--- src/rtl/vlen_csr_unit.sv ---
module vlen_csr_unit #(
  parameter int XLEN = 64
) (
  input  logic            clk,
  input  logic            rst_n,
  input  logic            mvl_we,
  input  logic            mvl_re,
  input  logic [XLEN-1:0] mvl_wval,
  input  logic            vl_we,
  input  logic            vl_re,
  input  logic [XLEN-1:0] vl_wval,
  input  logic            st_we,
  input  logic            st_re,
  input  logic [XLEN-1:0] st_wval,
  input  logic [4:0]      dest_reg,
  output logic [XLEN-1:0] res_data,
  output logic            res_valid
);
  localparam int FW = 6;
  localparam logic [FW-1:0] TOP_M1 = FW'(XLEN - 1);

  logic [FW-1:0] mvl_q, vl_q, src_q, dst_q;
  logic [FW-1:0] mvl_n, vl_n, src_n, dst_n;
  logic [XLEN-1:0] res_n;

  function automatic logic [FW-1:0] clip(input logic [XLEN-1:0] v, input logic [FW-1:0] lim);
    return (v < XLEN'(lim)) ? v[FW-1:0] : lim;
  endfunction

  wire st_sel  = st_we | st_re;
  wire vl_sel  = !st_sel && (vl_we | vl_re);
  wire mvl_sel = !st_sel && !vl_sel && (mvl_we | mvl_re);
  wire any_sel = st_sel | vl_sel | mvl_sel;
  wire [XLEN-1:0] packed_q = XLEN'({dst_q, src_q, vl_q, mvl_q});

  always_comb begin
    mvl_n = mvl_q;
    vl_n  = vl_q;
    src_n = src_q;
    dst_n = dst_q;
    res_n = '0;
    if (st_sel) begin
      res_n = packed_q;
      if (st_we) begin
        mvl_n = clip(XLEN'(st_wval[5:0]), TOP_M1);
        vl_n  = clip(XLEN'(st_wval[11:6]), mvl_n);
        src_n = clip(XLEN'(st_wval[17:12]), vl_n);
        dst_n = clip(XLEN'(st_wval[23:18]), vl_n);
      end
    end else if (vl_sel) begin
      if (vl_we) begin
        vl_n  = clip(vl_wval, mvl_q);
        src_n = clip(XLEN'(src_q), vl_n);
        dst_n = clip(XLEN'(dst_q), vl_n);
      end
      res_n = XLEN'(vl_n) + XLEN'(1);
    end else if (mvl_sel) begin
      res_n = XLEN'(mvl_q) + XLEN'(1);
      if (mvl_we) begin
        mvl_n = clip(mvl_wval, mvl_q);
        vl_n  = clip(XLEN'(vl_q), mvl_n);
        src_n = clip(XLEN'(src_q), vl_n);
        dst_n = clip(XLEN'(dst_q), vl_n);
      end
    end
  end

  always_ff @(posedge clk) begin
    if (!rst_n) begin
      mvl_q     <= '0;
      vl_q      <= '0;
      src_q     <= '0;
      dst_q     <= '0;
      res_data  <= '0;
      res_valid <= 1'b0;
    end else begin
      mvl_q     <= mvl_n;
      vl_q      <= vl_n;
      src_q     <= src_n;
      dst_q     <= dst_n;
      res_valid <= any_sel && (dest_reg != 5'd0);
      res_data  <= (any_sel && (dest_reg != 5'd0)) ? res_n : '0;
    end
  end

  assert_len_order_R2: assert property (@(posedge clk) disable iff (!rst_n)
    (vl_q <= mvl_q) && (mvl_q <= TOP_M1));

  assert_offs_in_vl_R2: assert property (@(posedge clk) disable iff (!rst_n)
    (src_q <= vl_q) && (dst_q <= vl_q));

  assert_mvl_no_grow_R3: assert property (@(posedge clk) disable iff (!rst_n)
    (mvl_sel && mvl_we) |=> (mvl_q <= $past(mvl_q)));

  assert_vl_returns_new_R4: assert property (@(posedge clk) disable iff (!rst_n)
    (vl_sel && vl_we && dest_reg != 5'd0) |=> (res_valid && res_data == XLEN'(vl_q) + XLEN'(1)));

  assert_valid_after_access_R8: assert property (@(posedge clk) disable iff (!rst_n)
    res_valid |-> $past(any_sel));

  assert_x0_silent_R9: assert property (@(posedge clk) disable iff (!rst_n)
    (any_sel && dest_reg == 5'd0) |=> (!res_valid && res_data == '0));
endmodule

--- config.mk ---
export PLATFORM = sky130hd
export DESIGN_NAME = vlen_csr_unit
export DESIGN_NICKNAME = d
export VERILOG_FILES = /design/src/rtl/vlen_csr_unit.sv
export SDC_FILE = /design/constraint.sdc
export NUM_CORES = 1
export LEC_CHECK = 0
export BUFFER_PORTS_ARGS = -buffer_cell sky130_fd_sc_hd__buf_2
export CAP_MARGIN = 10
export CORE_MARGIN = 2
export CORE_UTILIZATION = 45
export CTS_CLUSTER_SIZE = 10
export DETAILED_ROUTE_END_ITERATION = 10
export PLACE_DENSITY = 0.85
export SLEW_MARGIN = 20
export SYNTH_ARGS = -nofsm -noshare
export SYNTH_HDL_FRONTEND = slang
export SYNTH_SLANG_ARGS = --single-unit
--- constraint.sdc ---
create_clock -name clk -period 6.9 [get_ports clk]
set_input_delay 1.38 -clock clk [delete_from_list [all_inputs] [get_ports clk]]
set_output_delay 1.38 -clock clk [all_outputs]
set_load 0.03 [all_outputs]
======== Word level (Yosys, flattened, before mapping) ========
Cells that the tools add are included.
word-level totals
  output and inout port bits .............. 65
  word-level logic and storage cells ...... 90
  bits in registers ....................... 89
operators by class
  eq/ne operators ......................... 7
  add/subtract/negate cells ............... 2
  magnitude comparators ................... 11
  bitwise gates (word level) .............. 7
  mux-type cells .......................... 39
  reduce and logical (&&, ||, !) cells .... 17
operators with widths
  cell                   count
  $mux W6                36
  $lt A64 B6 Y1          2
  $lt A6 B6 Y1           8
  $mux W24               1
  $ne A3 B3 Y1 const B   5
  $add A6 B1 Y7 const B  2
  $mux W7                2
  $reduce_and A6 Y1      2
  $lt A6 B6 Y1 const B   1
  $reduce_bool A3 Y1     2
  $or A1 B1 Y1           5
  $reduce_bool A5 Y1     1
  $logic_and A1 B1 Y1    4
  $ne A2 B2 Y1 const B   2
  $reduce_and A4 Y1      1
  $reduce_bool A2 Y1     2
  $reduce_and A3 Y1      1
  $reduce_or A3 Y1       1
  $logic_not A1 Y1       2
  $not A1 Y1             2
  $reduce_and A2 Y1      1

======== Depth between registers and ports, before layout ========
Gate-level depths: netlist (run 1).
  depth after elaboration ................. 10
  mapped depth ............................ 25

======== Worst setup path after synthesis (run 1) ========
OpenSTA, ideal clock, no wires.
  path type ............................... input port to flip-flop
  start ................................... in mvl_wval[5]
  end ..................................... reg src_q[0]
  stages .................................. 24
  library setup time ...................... 0.136 ns
  data arrival time ....................... 5.943 ns
  data required time ...................... 6.764 ns
  setup slack ............................. 0.821 ns
  cell sequence ........................... ha_1 > nor4_1 > nand4_1 > or4_1 > buf_4 > nor2_8 > nor2_1 > a21o_1 > inv_1 > ha_1 > nand3_1 > nor3_1 > a311oi_2 > nor2_4 > o31ai_4 > mux2i_1 > ha_1 > and3_1 > or4_1 > a31oi_1 > a311oi_2 > buf_6 > nor2_1 > a311oi_2
on the way
  longest elaborated chain between the ends .. 9
ends and longest elaborated chain
  item                                                                  line  text
  start, declared                                                       8     input logic [XLEN-1:0] mvl_wval,
  $lt A64 B6 Y1                                                         27    return (v < XLEN'(lim)) ? v[FW-1:0] : lim;
  $mux W6 (*)                                                           27
  $lt A6 B6 Y1                                                          27
  $mux W6 (*)                                                           27
  parallel branches: the longest is 5 deep, another holds $lt A6 B6 Y1  n/a
  end signal, assigned                                                  79    src_q <= src_n;
  end, declared                                                         22    logic [FW-1:0] mvl_q, vl_q, src_q, dst_q;
Every way passes the cells marked *. The select of a mux whose other input is x is not followed.
A chain may end at the register's enable or synchronous reset.

======== Worst setup path in the final report (run 1) ========
Same ends and word-level chain as after synthesis.

==> results list, run 1 <==
- After synthesis, the share of flip-flops with an asynchronous set or reset is 0%.
* Iteration-0 DRC count of the detailed router: 477
- The worst setup path is captured at a register.
- For the pin with the worst max-slew slack, the measured transition is 1.09 ns.
* Net total in the final layout: 1024
- Global-route congestion overflow total: 0
- Max-cap violations in this run came to 0.
* Hold_sp: src_q[0]$_SDFFE_PN0P_
* Area of the core region: 9820 um^2
* Area Growth Syn to Fin: 22.1%
* Number of buffers and inverters on the critical path: 1
- Global-route wire length before repair: 24600 um
* Type of the worst min-delay path: reg2reg
- Share of post-route cells with drive strength above 1: 29.7%
* Number of register bits inferred by synthesis: 49
- Worst EP required: 7.14 ns
- Detailed-route wire length per cell: 17.5 um
- TritonCTS created 5 clock buffers.
* Clock period minus worst slack: 6.44 ns
- Synth unique cells: 71
- Yosys attributes the largest share of cell area to dfxtp_1 (22%), ha_1 (13%), buf_4 (6.8%), nor2_1 (5.9%), nor4_1 (4.0%).
- Number of ports placed on the die boundary: 270
* Clock latency reported for the late side of the worst-skew pair: 0.32 ns
* Maximum ir drop on the vdd rail: 0.0919 mV
- Fill cells in the final layout number 945.
- Clock net sink count: 49
* Total negative slack: 0 ns
- Path depth of the worst reg2reg path: 22
- Wirelength, routed: 15900 um
* Ys Warns: 0
- The synthesized design devotes to its leading area cell type 21.5% of total area.
- The average instance in the mapped netlist occupies 7.71 um^2.
- Once detail routing completed, the nets flagged for antenna violations numbered 0.
- Number of max-slew violations in the final report: 0
* Die footprint: 10900 um^2
- Total power divided by cell area: 182 nW/um^2
* Largest net degree at the start of global routing: 27
- The flow ran to the end, and the final reports show no timing, DRC or antenna violations.
- Setup Viol. Count Final: 0
* Slowest stage delay, CP: 0.71 ns
- The die is 105 um tall.
* Number of instances in the synthesized netlist: 591
- In this run the critical register-to-register path is captured at src_q[0]$_SDFFE_PN0P_.
* Number of design rule violations left after detail routing: 0
- Once the floorplan was initialized, standard cells occupied 46.4% of the core.
- Reg-to-reg critical path startpoint: mvl_q[5]$_SDFFE_PN0P_
- TritonCTS built the clock tree.
- Static timing analysis puts the maximum clock frequency at 155 MHz.
* Tcrit/Tclk final: 93.4%
* Crit path max fanout: 12
- Worst path arrival time: 6.68 ns
- Post-layout util: 56.7%
- Portion of the post-synthesis area used by sequential elements: 21.5%
* Max-slew headroom: 27.0%
- Via count of the first global-routing pass: 4852
- The first detailed-routing pass took 6 iterations.
* Area after detailed placement: 5470 um^2
- Worst hold path endpoint: res_data[12]$_SDFF_PN0_
- Across every metal layer, demand over resource in global routing totals 28.1%.
- Once layout is done, the placed cells without fillers occupy 5560 um^2.
- Reg2Reg Setup Slack: 0.96 ns
- Clock-pin slew was measured on the worst setup and hold paths at 0.10 ns.
* Critical Path, Cell by Cell: buf_2 > ha_1 > nor4_1 > nand4_1 > or4_1 > nor2_8 > nor2_1 > a21oi_1 > ha_1 > nand3_1 > a21oi_1 > a311oi_1 > nand3_1 > o31ai_4 > mux2i_1 > ha_1 > nor3_1 > nor2_1 > a31oi_1 > a311oi_2 > nor2_1 > a311oi_2
- Setup repair after global routing missed its margin: false
- Clock Tree Root: clkbuf_8
- For this design, the slowest cell found on the critical path is a311oi_2.
- Summed over all instances, the cell type with the most area after synthesis is dfxtp_1.
* Cell Rows: 36
- Critical setup path kind: in2reg
- Number of H-tree levels: 2
* Count of placed standard cells in the final layout, fillers left out: 907
- Routed via count divided by cell count: 5.71
- Number of placed instances with taps included: 899
- Antenna violations before repair: 0
* Detail Placement HPWL: 13300 um
* Leakage power total: 2.71 nW
- Counting instances, the worst hold path has a depth of 1.
* Family of cells with the greatest summed delay on the critical path: simple AND/OR/NAND/NOR gates
- At the end of routability-driven placement, the weighted congestion stood at 1.01.
- Number of enable-type register cells in the synthesized netlist: 0
* Post-CTS setup-driven buffer insertion count: 0
- Total number of vias: 5179
- Largest buffer count on any clock path: 2
* Hold-fix buffer count after cts: 0
- The final number of hold-violating endpoints came to 0.
- CTS resizes: 0
- Hold is met by 0.534 ns.
* Startpoint Class: input port
- Post-synthesis instance area: 4550 um^2
- For this run, the leading register cell type out of synthesis is dfxtp_1.
* Clock Skews: 0.00731 ns
* Count of buffers inserted at the top-level ports: 189
* Overall die width: 105 um
- Number of inserted diodes: 0
==> cell usage after synthesis, types with 16 or more instances <==
| cell | count |
|---|---|
| and2_1 | 16 |
| buf_4 | 41 |
| a21oi_1 | 35 |
| o21ai_0 | 30 |
| dfxtp_1 | 49 |
| nor2_1 | 72 |
| nand2_1 | 37 |
| ha_1 | 46 |
| nand3_1 | 22 |
| nor4_1 | 29 |
| mux2i_1 | 16 |
| inv_1 | 26 |
| nor3_1 | 21 |
==> worst register-to-register path, cell delays in order, from the launching register on <==
cell and delay, ns:
dfxtp_1 0.46, inv_1 0.17, ha_1 0.22, nor4_1 0.30, nand4_1 0.17, or4_1 0.69, nor2_8 0.22, nor2_1 0.06
a21oi_1 0.23, ha_1 0.35, nand3_1 0.11, a21oi_1 0.05, a311oi_1 0.43, nand3_1 0.25, o31ai_4 0.18, mux2i_1 0.34
ha_1 0.25, nor3_1 0.06, nor2_1 0.14, a31oi_1 0.11, a311oi_2 0.71, nor2_1 0.11, a311oi_2 0.25
==> layout by cell type, fill, tap and decap left out, types with 4 or more instances in the layout <==
cell and count:
o21a_1 4, clkbuf_8 5, nor3_1 21, mux2i_1 16, a21oi_1 35, o211ai_1 7
nand2b_1 4, and2_1 16, ha_1 46, nand3_1 22, a211o_1 6, a211oi_1 8
nand4_1 10, a21o_1 9, a311oi_1 8, nor4_1 29, inv_1 26, dfxtp_1 49
nand2_1 37, o21ai_0 30, a221oi_1 4, buf_2 189, or2_2 4, and3_1 6
buf_4 4, nor2_1 71, o21ai_1 4, conb_1 40
==> layer usage <==
| metal | GRT usage [%] | vias up | wire (um) |
|---|---|---|---|
| li1 | - | 2497 | - |
| met3 | 4.74 | 48 | 1510 |
| met1 | 34.8 | 2294 | 6500 |
| met2 | 48.3 | 340 | 7220 |
| met5 | 0 | - | 0 |
| met4 | 11.2 | 0 | 644 |
==> cells by family (layout without fill, tap and decap cells) <==
| group | count (synthesis) | count (layout) | synth area share, % |
|---|---|---|---|
| adders and majority gates | 46 | 46 | 12.6 |
| xor gates and xnor gates | 4 | 4 | 0.769 |
| AOI/OAI and AO/OA | 157 | 157 | 24.9 |
| and+or+nand+nor | 232 | 232 | 25.5 |
| buffers and inverters | 84 | 228 | 10.5 |
| muxes | 18 | 18 | 4.01 |
| DFF | 49 | 49 | 21.5 |
| other | 1 | 40 | 0.0823 |
==> stage by stage <==
step | power (mW) | worst slack, ns
5_1_grt | 1.07 | 0.0632
4_1_cts | 1.00 | 0.470
2_1_floorplan | 0.691 | 0.821
6_report | 1.01 | 0.459
3_5_place_dp | 0.820 | 0.143
3_3_place_gp | 0.810 | 0.224
==> sequential cells by signal, summed over array words and instances, names as in the netlist <==
signal and cells:
vl_q 6, res_valid 1, mvl_q 6, res_data 24
dst_q 6, src_q 6
==> area by class of cell <==
class / count / area (um^2) / area share, %
flip-flops and latches: 49 / 981 / 17.6
multi-input cells: 497 / 3240 / 58.3
inverters: 27 / 101 / 1.82
clock inverters: 3 / 25.0 / 0.450
clock buffers: 5 / 68.8 / 1.24
well taps: 133 / 166 / 2.99
repair buffers: 193 / 976 / 17.5
==> where the power goes <==
group          leakage (nW)  total (mW)  switching, mW  internal [mW]
Clock                0.0447       0.188          0.114         0.0735
Combinational          2.26       0.480          0.292          0.188
Sequential            0.404       0.346         0.0335          0.312
==> how the worst max path moves through the flow <==
stage | end | cells after the start | start | slack [ns]
finish | src_q[0]$_SDFFE_PN0P_ | 22 | mvl_wval[5] | 0.46
global route | src_q[2]$_SDFFE_PN0P_ | 22 | mvl_wval[5] | 0.06
CTS | src_q[0]$_SDFFE_PN0P_ | 22 | mvl_wval[5] | 0.47
detailed placement | src_q[0]$_SDFFE_PN0P_ | 22 | mvl_wval[5] | 0.14
global placement | src_q[0]$_SDFFE_PN0P_ | 22 | mvl_wval[5] | 0.22
floorplan | src_q[0]$_SDFFE_PN0P_ | 24 | mvl_wval[5] | 0.82
(Power assumes the default switching activity.)
==> inputs of run 2 (changes only) <==
==> constraint.sdc (replaced) <==
create_clock -name clk -period 6.9 [get_ports clk]
set_input_delay 1.035 -clock clk [delete_from_list [all_inputs] [get_ports clk]]
set_output_delay 1.035 -clock clk [all_outputs]
set_load 0.03 [all_outputs]
==> run 2 against run 1 <==
  * Largest power group unchanged
  * Hold slack worse by 0.011 ns
  * Sequential cell count unchanged
  * Cell area shrank 0.25%
  * Critical path type unchanged
  * Via count fell by 0.12%
==> results list, run 2 (synthesized netlist as in run 1, its figures left out) <==
- Run status: complete, no violations
- Clock Tree Root: clkbuf_8
- Number of cells traversed by the worst hold path: 1
* Clock latency reported for the late side of the worst-skew pair: 0.32 ns
* Wirelength, routed: 16000 um
- Hold-fix buffer count after cts: 0
- Crit path max fanout: 12
- Worst EP required: 7.13 ns
- Number of search-and-repair iterations in the first detailed-routing pass: 5
- Vertical die dimension: 105 um
- Worst path arrival time: 6.42 ns
* Worst Tran Pin Value: 0.879 ns
* Max-slew headroom: 40.8%
* Via count of the first global-routing pass: 4875
- Antenna violations before repair: 0
- Global-route congestion overflow total: 0
- Leaving out fill and tap cells, the most frequent cell in the layout is buf_2.
- In the global route stage, met3 resource usage came out at 5.05%.
* Setup repair after global routing missed its margin: false
* Area of the core region: 9820 um^2
- Area Growth Syn to Fin: 21.8%
- Met1 track demand over resource in global routing: 34.9%
- In the final layout, the share of cells above drive strength 1 is 29.5%.
- Dividing the detail-routed via count by the number of cells gives 5.72.
* Detailed-route wire length per cell: 17.6 um
- Ranked by flip-flop count, first place goes to res_data.
* Number of max-slew violations in the final report: 0
- Clock Skews: 0.00517 ns
- Dividing total power by cell area gives a power density of 182 nW/um^2.
* Maximum operating frequency: 162 MHz
- After detailed routing, the number of remaining DRC violations is 0.
* Type of the worst min-delay path: reg2reg
- The worst setup path is launched from an input port.
* Number of flip-flops in the largest register: 24
* Path depth of the worst reg2reg path: 22
- Gr busiest metal: met2
* Worst hold slack: 0.524 ns
* Effective utilization at floorplan: 46.4%
* Number of ports placed on the die boundary: 270
- STA classifies the critical path endpoint as a register.
- TritonCTS clock tree: built
- Leakage power total: 2.69 nW
* Iteration-0 DRC count of the detailed router: 504
- After clock tree synthesis, the clock-pin slew on the worst setup and hold paths is 0.10 ns.
- Max-cap violations in this run came to 0.
- Detailed placement finished with a half-perimeter wire length of 13200 um.
- The clock tree synthesis step divided the H-tree into 2 levels.
* Maximum ir drop on the vdd rail: 0.101 mV
- Largest buffer count on any clock path: 2
* Cell Rows: 36
- Global routing used 28.3% of the available tracks across all layers.
* Count of buffers inserted at the top-level ports: 189
- Final hold violation count: 0
- The clock period could shrink to 6.19 ns.
- After clock tree synthesis, the repair step resized 0 gates.
* Post-CTS setup-driven buffer insertion count: 0
* Setup Viol. Count Final: 0
- Tcrit/Tclk final: 89.7%
- In this run the remaining antenna-violating nets after routing total 0.
- The final layout contains 1022 nets.
* Clock net sink count: 49
- After filler insertion, the fill cell instance count of the layout stands at 940.
* Total negative slack: 0 ns
* Overall die width: 105 um
* Largest net degree at the start of global routing: 41
- Buffers inserted during clock tree synthesis total 5.
- Total number of vias: 5173
- Global routing consumed, on the met2 layer, 48.9% of the routing resources.
* Critical setup path kind: in2reg
- The first global-routing pass estimated 24700 um of wire.
- Die footprint: 10900 um^2
- Final estimated routing congestion in global placement: 0.996
- Commonest cells after routing, fill and taps aside: buf_2 (189), nor2_1 (71), dfxtp_1 (49)
* Number of inserted diodes: 0
[run 2: cell count changes in the layout (fill, tap and decap cells not counted), sizes merged]
cell / change
buf: -2
clkinv: -1
clkinvlp: +1
[run 2: path summary, 6_finish.rpt]
check	from	end	slack (ns)
worst max-delay path	mvl_wval[5]	src_q[0]$_SDFFE_PN0P_	0.71
worst min-delay path	src_q[2]$_SDFFE_PN0P_	res_data[14]$_SDFF_PN0_	0.52
worst max register to register	mvl_q[5]$_SDFFE_PN0P_	src_q[0]$_SDFFE_PN0P_	0.77
worst min register to register	src_q[2]$_SDFFE_PN0P_	res_data[14]$_SDFF_PN0_	0.52
[run 2: layout make-up]
type,count,area [um^2],area share [%]
Multi-Input combinational cell,497,3240,58.5
Timing Repair Buffer,191,961,17.3
Tap cell,133,166,3.00
Sequential cell,49,981,17.7
Clock inverter,3,26.3,0.474
Inverter,27,101,1.83
Clock buffer,5,68.8,1.24
[run 2: per-stage QoR]
stage | setup WS [ns] | power, mW | utilization [%] | cell area [um^2] | cells
floorplan | 1.17 | 0.691 | - | 4700 | 630
global placement | 0.491 | 0.811 | 55.5 | 5450 | 897
detailed placement | 0.433 | 0.819 | 55.5 | 5450 | 897
CTS | 0.753 | 1.00 | 56.5 | 5550 | 905
global route | 0.151 | 1.08 | 56.5 | 5550 | 905
finish | 0.714 | 1.01 | 56.5 | 5550 | 905
[run 2: layer usage]
metal	vias up	share of wire (%)	wire length [um]
li1	2490	-	-
met4	0	4.4	703
met3	48	11	1810
met1	2280	39	6200
met5	-	0	0
met2	355	45	7250
[run 2: power breakdown]
group / switching (mW) / total (mW) / leakage, nW / internal [mW]
Sequential: 0.0340 / 0.346 / 0.404 / 0.312
Combinational: 0.293 / 0.480 / 2.25 / 0.187
Clock: 0.111 / 0.185 / 0.0423 / 0.0739
Total: 0.438 / 1.01 / 2.69 / 0.574
[run 2: critical path: stages]
cell and delay, ns:
buf_2 0.11, ha_1 0.19, nor4_1 0.29, nand4_1 0.17
or4_1 0.68, nor2_8 0.23, nor2_1 0.06, a21oi_1 0.35
ha_1 0.37, nand3_1 0.11, a211oi_1 0.08, a311oi_1 0.40
nand3_1 0.24, o31ai_4 0.17, mux2i_1 0.33, ha_1 0.24
nor3_1 0.06, nor2_1 0.14, a31oi_1 0.11, a311oi_2 0.69
nor2_1 0.11, a311oi_2 0.25
==> inputs of run 3 (changes only) <==
- CORE_UTILIZATION: 45 -> 30
- GPL_TIMING_DRIVEN: unset -> 0
- MAX_ROUTING_LAYER: unset -> met4
- PLACE_DENSITY: 0.85 -> 0.62
==> run 3 against run 2 <==
  * Sequential power barely moved
  * Clock skew rose by 0.0031 ns
  * Clock-buffer cell count did not move
  * Sequential share of layout area fell by 1.4 points
  * Cell count rose by 12%
  * Global-route usage fell by 9.5 points
  * Cell area rose by 8.8%
  * Sequential cell count did not move
  * Non-clock buffer count rose by 52
  * Clock power rose by 52%
  * Hold slack got worse by 0.0039 ns
  * Critical path type unchanged
  * Highest routed layer unchanged
==> results list, run 3 (synthesized netlist as in run 1, its figures left out) <==
- The die covers 16200 um^2.
* Biggest register: res_data
* Critical setup path kind: in2reg
* Number of design rule violations left after detail routing: 0
* Number of inserted diodes: 0
- In this run the remaining antenna-violating nets after routing total 0.
- Antenna violations before repair: 0
- Max-slew headroom: 42.1%
* Most frequent standard cell in the layout excluding fill and tap cells: buf_2
- Once the floorplan was initialized, standard cells occupied 30.3% of the core.
- Total global routing track utilization: 18.8%
- Worst EP required: 7.05 ns
- The die is 127 um tall.
* Max-capacitance violation count: 0
- The number of cells on the worst reg-to-reg path is 24.
* Global-route congestion overflow total: 0
- Largest buffer count on any clock path: 2
- Total number of vias: 5092
* Commonest cells after routing, fill and taps aside: buf_2 (187), nor2_1 (72), dfxtp_1 (49)
* CTS clk-pin slew, worst paths: 0.06 ns
* CTS buffer count: 5
- Using the TritonRoute via totals, the vias-per-cell ratio works out to 5.03.
* Number of ports placed on the die boundary: 270
* Area of the core region: 15000 um^2
- After layout, the worst setup slack is 0.695 ns.
- Pre-CTS WS: 0.390 ns
* Reg-to-reg critical path startpoint: mvl_q[5]$_SDFFE_PN0P_
- The worst setup path is captured at a register.
- Fillers: 1561
- Data arrives at the worst endpoint at 6.36 ns.
- For this run, the post-layout net count is 1074.
* Worst Tran Pin Value: 0.859 ns
- Total negative slack: 0 ns
- The floorplan has 45 rows.
* Detail Placement HPWL: 13100 um
- Crit path max fanout: 10
- The number of setup buffers added after CTS is 0.
- For this block, the routed nets add up to 15100 um of wire.
- Critical path capture point: src_q[0]$_SDFFE_PN0P_
* Via count of the first global-routing pass: 4808
- Final estimated routing congestion in global placement: 0.929
- Static timing analysis puts the maximum clock frequency at 161 MHz.
- Largest net degree at the start of global routing: 17
- Maximum ir drop on the vdd rail: 0.111 mV
* Final hold violation count: 0
- Number of flip-flops in the largest register: 24
- Setup Viol. Count Final: 0
- Area Growth Syn to Fin: 32.6%
* R2R Path End: src_q[0]$_SDFFE_PN0P_
* Clock period minus worst slack: 6.21 ns
* Number of max-slew violations in the final report: 0
- Hold-fix buffer count after cts: 0
* Run status: complete, no violations
* Setup repair after global routing missed its margin: false
* CTS resizes: 0
* Number of search-and-repair iterations in the first detailed-routing pass: 5
- Leakage power total: 2.96 nW
* Type of the worst min-delay path: reg2reg
- Count of buffers inserted at the top-level ports: 186
* Global-route wire length before repair: 23800 um
* Critical path launch point: mvl_wval[5]
- Clock Tree Root: clkbuf_16
- The later pin in the worst-skew pair is clocked with a latency of 0.29 ns.
- Dividing the final minimum period by the clock period gives 89.9%.
- Across all register-to-register paths, the minimum setup slack is 0.94 ns.
- In this run, the number of DRC markers left after iteration 0 of detailed routing was 367.
- For the final database, setup skew stands at 0.00828 ns.
- Clock tree synthesis found a total of 49 sinks.
- In this run the horizontal extent of the chip is 127 um.
- The worst setup path is launched from an input port.
- Share of post-route cells with drive strength above 1: 32.2%
- Total power divided by cell area: 185 nW/um^2
- TritonCTS built the clock tree.
- The H-tree was split into 2 levels.
* Detailed-route wire length per cell: 15.0 um
==> run 3: report_power, final <==
part	internal [mW]	switching (mW)
combinational	0.204	0.290
sequential	0.313	0.0306
clock	0.172	0.109
==> run 3: how the worst min path moves through the flow <==
stage | startpoint | end | slack, ns | depth (start not counted)
floorplan | dst_q[1]$_SDFFE_PN0P_ | res_data[19]$_SDFF_PN0_ | 0.46 | 2
global placement | dst_q[1]$_SDFFE_PN0P_ | dst_q[1]$_SDFFE_PN0P_ | 0.51 | 2
detailed placement | dst_q[1]$_SDFFE_PN0P_ | res_data[19]$_SDFF_PN0_ | 0.51 | 2
CTS | dst_q[1]$_SDFFE_PN0P_ | res_data[19]$_SDFF_PN0_ | 0.52 | 2
global route | src_q[3]$_SDFFE_PN0P_ | res_data[15]$_SDFF_PN0_ | 0.56 | 1
finish | dst_q[1]$_SDFFE_PN0P_ | res_data[19]$_SDFF_PN0_ | 0.52 | 2
==> run 3: worst max-delay path, stage by stage <==
cell	delay, ns
buf_2	0.11
ha_1	0.18
nor4_1	0.33
nand4_1	0.17
or4_1	0.48
buf_4	0.18
nor2_8	0.15
nor2_1	0.05
a21oi_1	0.31
ha_1	0.38
nand3_1	0.11
a21oi_1	0.05
a311oi_1	0.42
nand3_1	0.25
o31ai_4	0.18
mux2i_1	0.45
ha_1	0.32
and3_1	0.17
or4_1	0.41
a31oi_1	0.18
a311oi_2	0.09
buf_6	0.17
nor2_1	0.11
a311oi_2	0.06
==> run 3: area by class of cell <==
class	count	area [um^2]	area share, %
buffer	57	377	6.24
clock buffer	5	125	2.07
timing repair buffer	186	931	15.4
inverter	27	101	1.68
tap	188	235	3.90
sequential	49	981	16.2
clock inverter	3	46.3	0.767
multi-input combinational	497	3240	53.7
==> run 3: stage by stage <==
step                cells  utilization (%)  total power [mW]  hold WS (ns)  area, um^2
floorplan             630                -             0.691         0.460        4700
CTS                  1012             40.2              1.12         0.521        6040
detailed placement   1004             39.0             0.838         0.509        5870
global route         1012             40.2              1.19         0.555        6040
finish               1012             40.2              1.12         0.520        6040
global placement     1004             39.0             0.833         0.512        5870
==> run 3: metal layers <==
layer	vias up	global-route usage, %	part of all wire, %	routed length [um]
li1	2595	-	-	-
met1	2215	25.5	47	7090
met2	260	29.4	43	6490
met3	22	3.18	8.8	1330
met4	0	4.40	1.6	235
met5	-	-	0	0
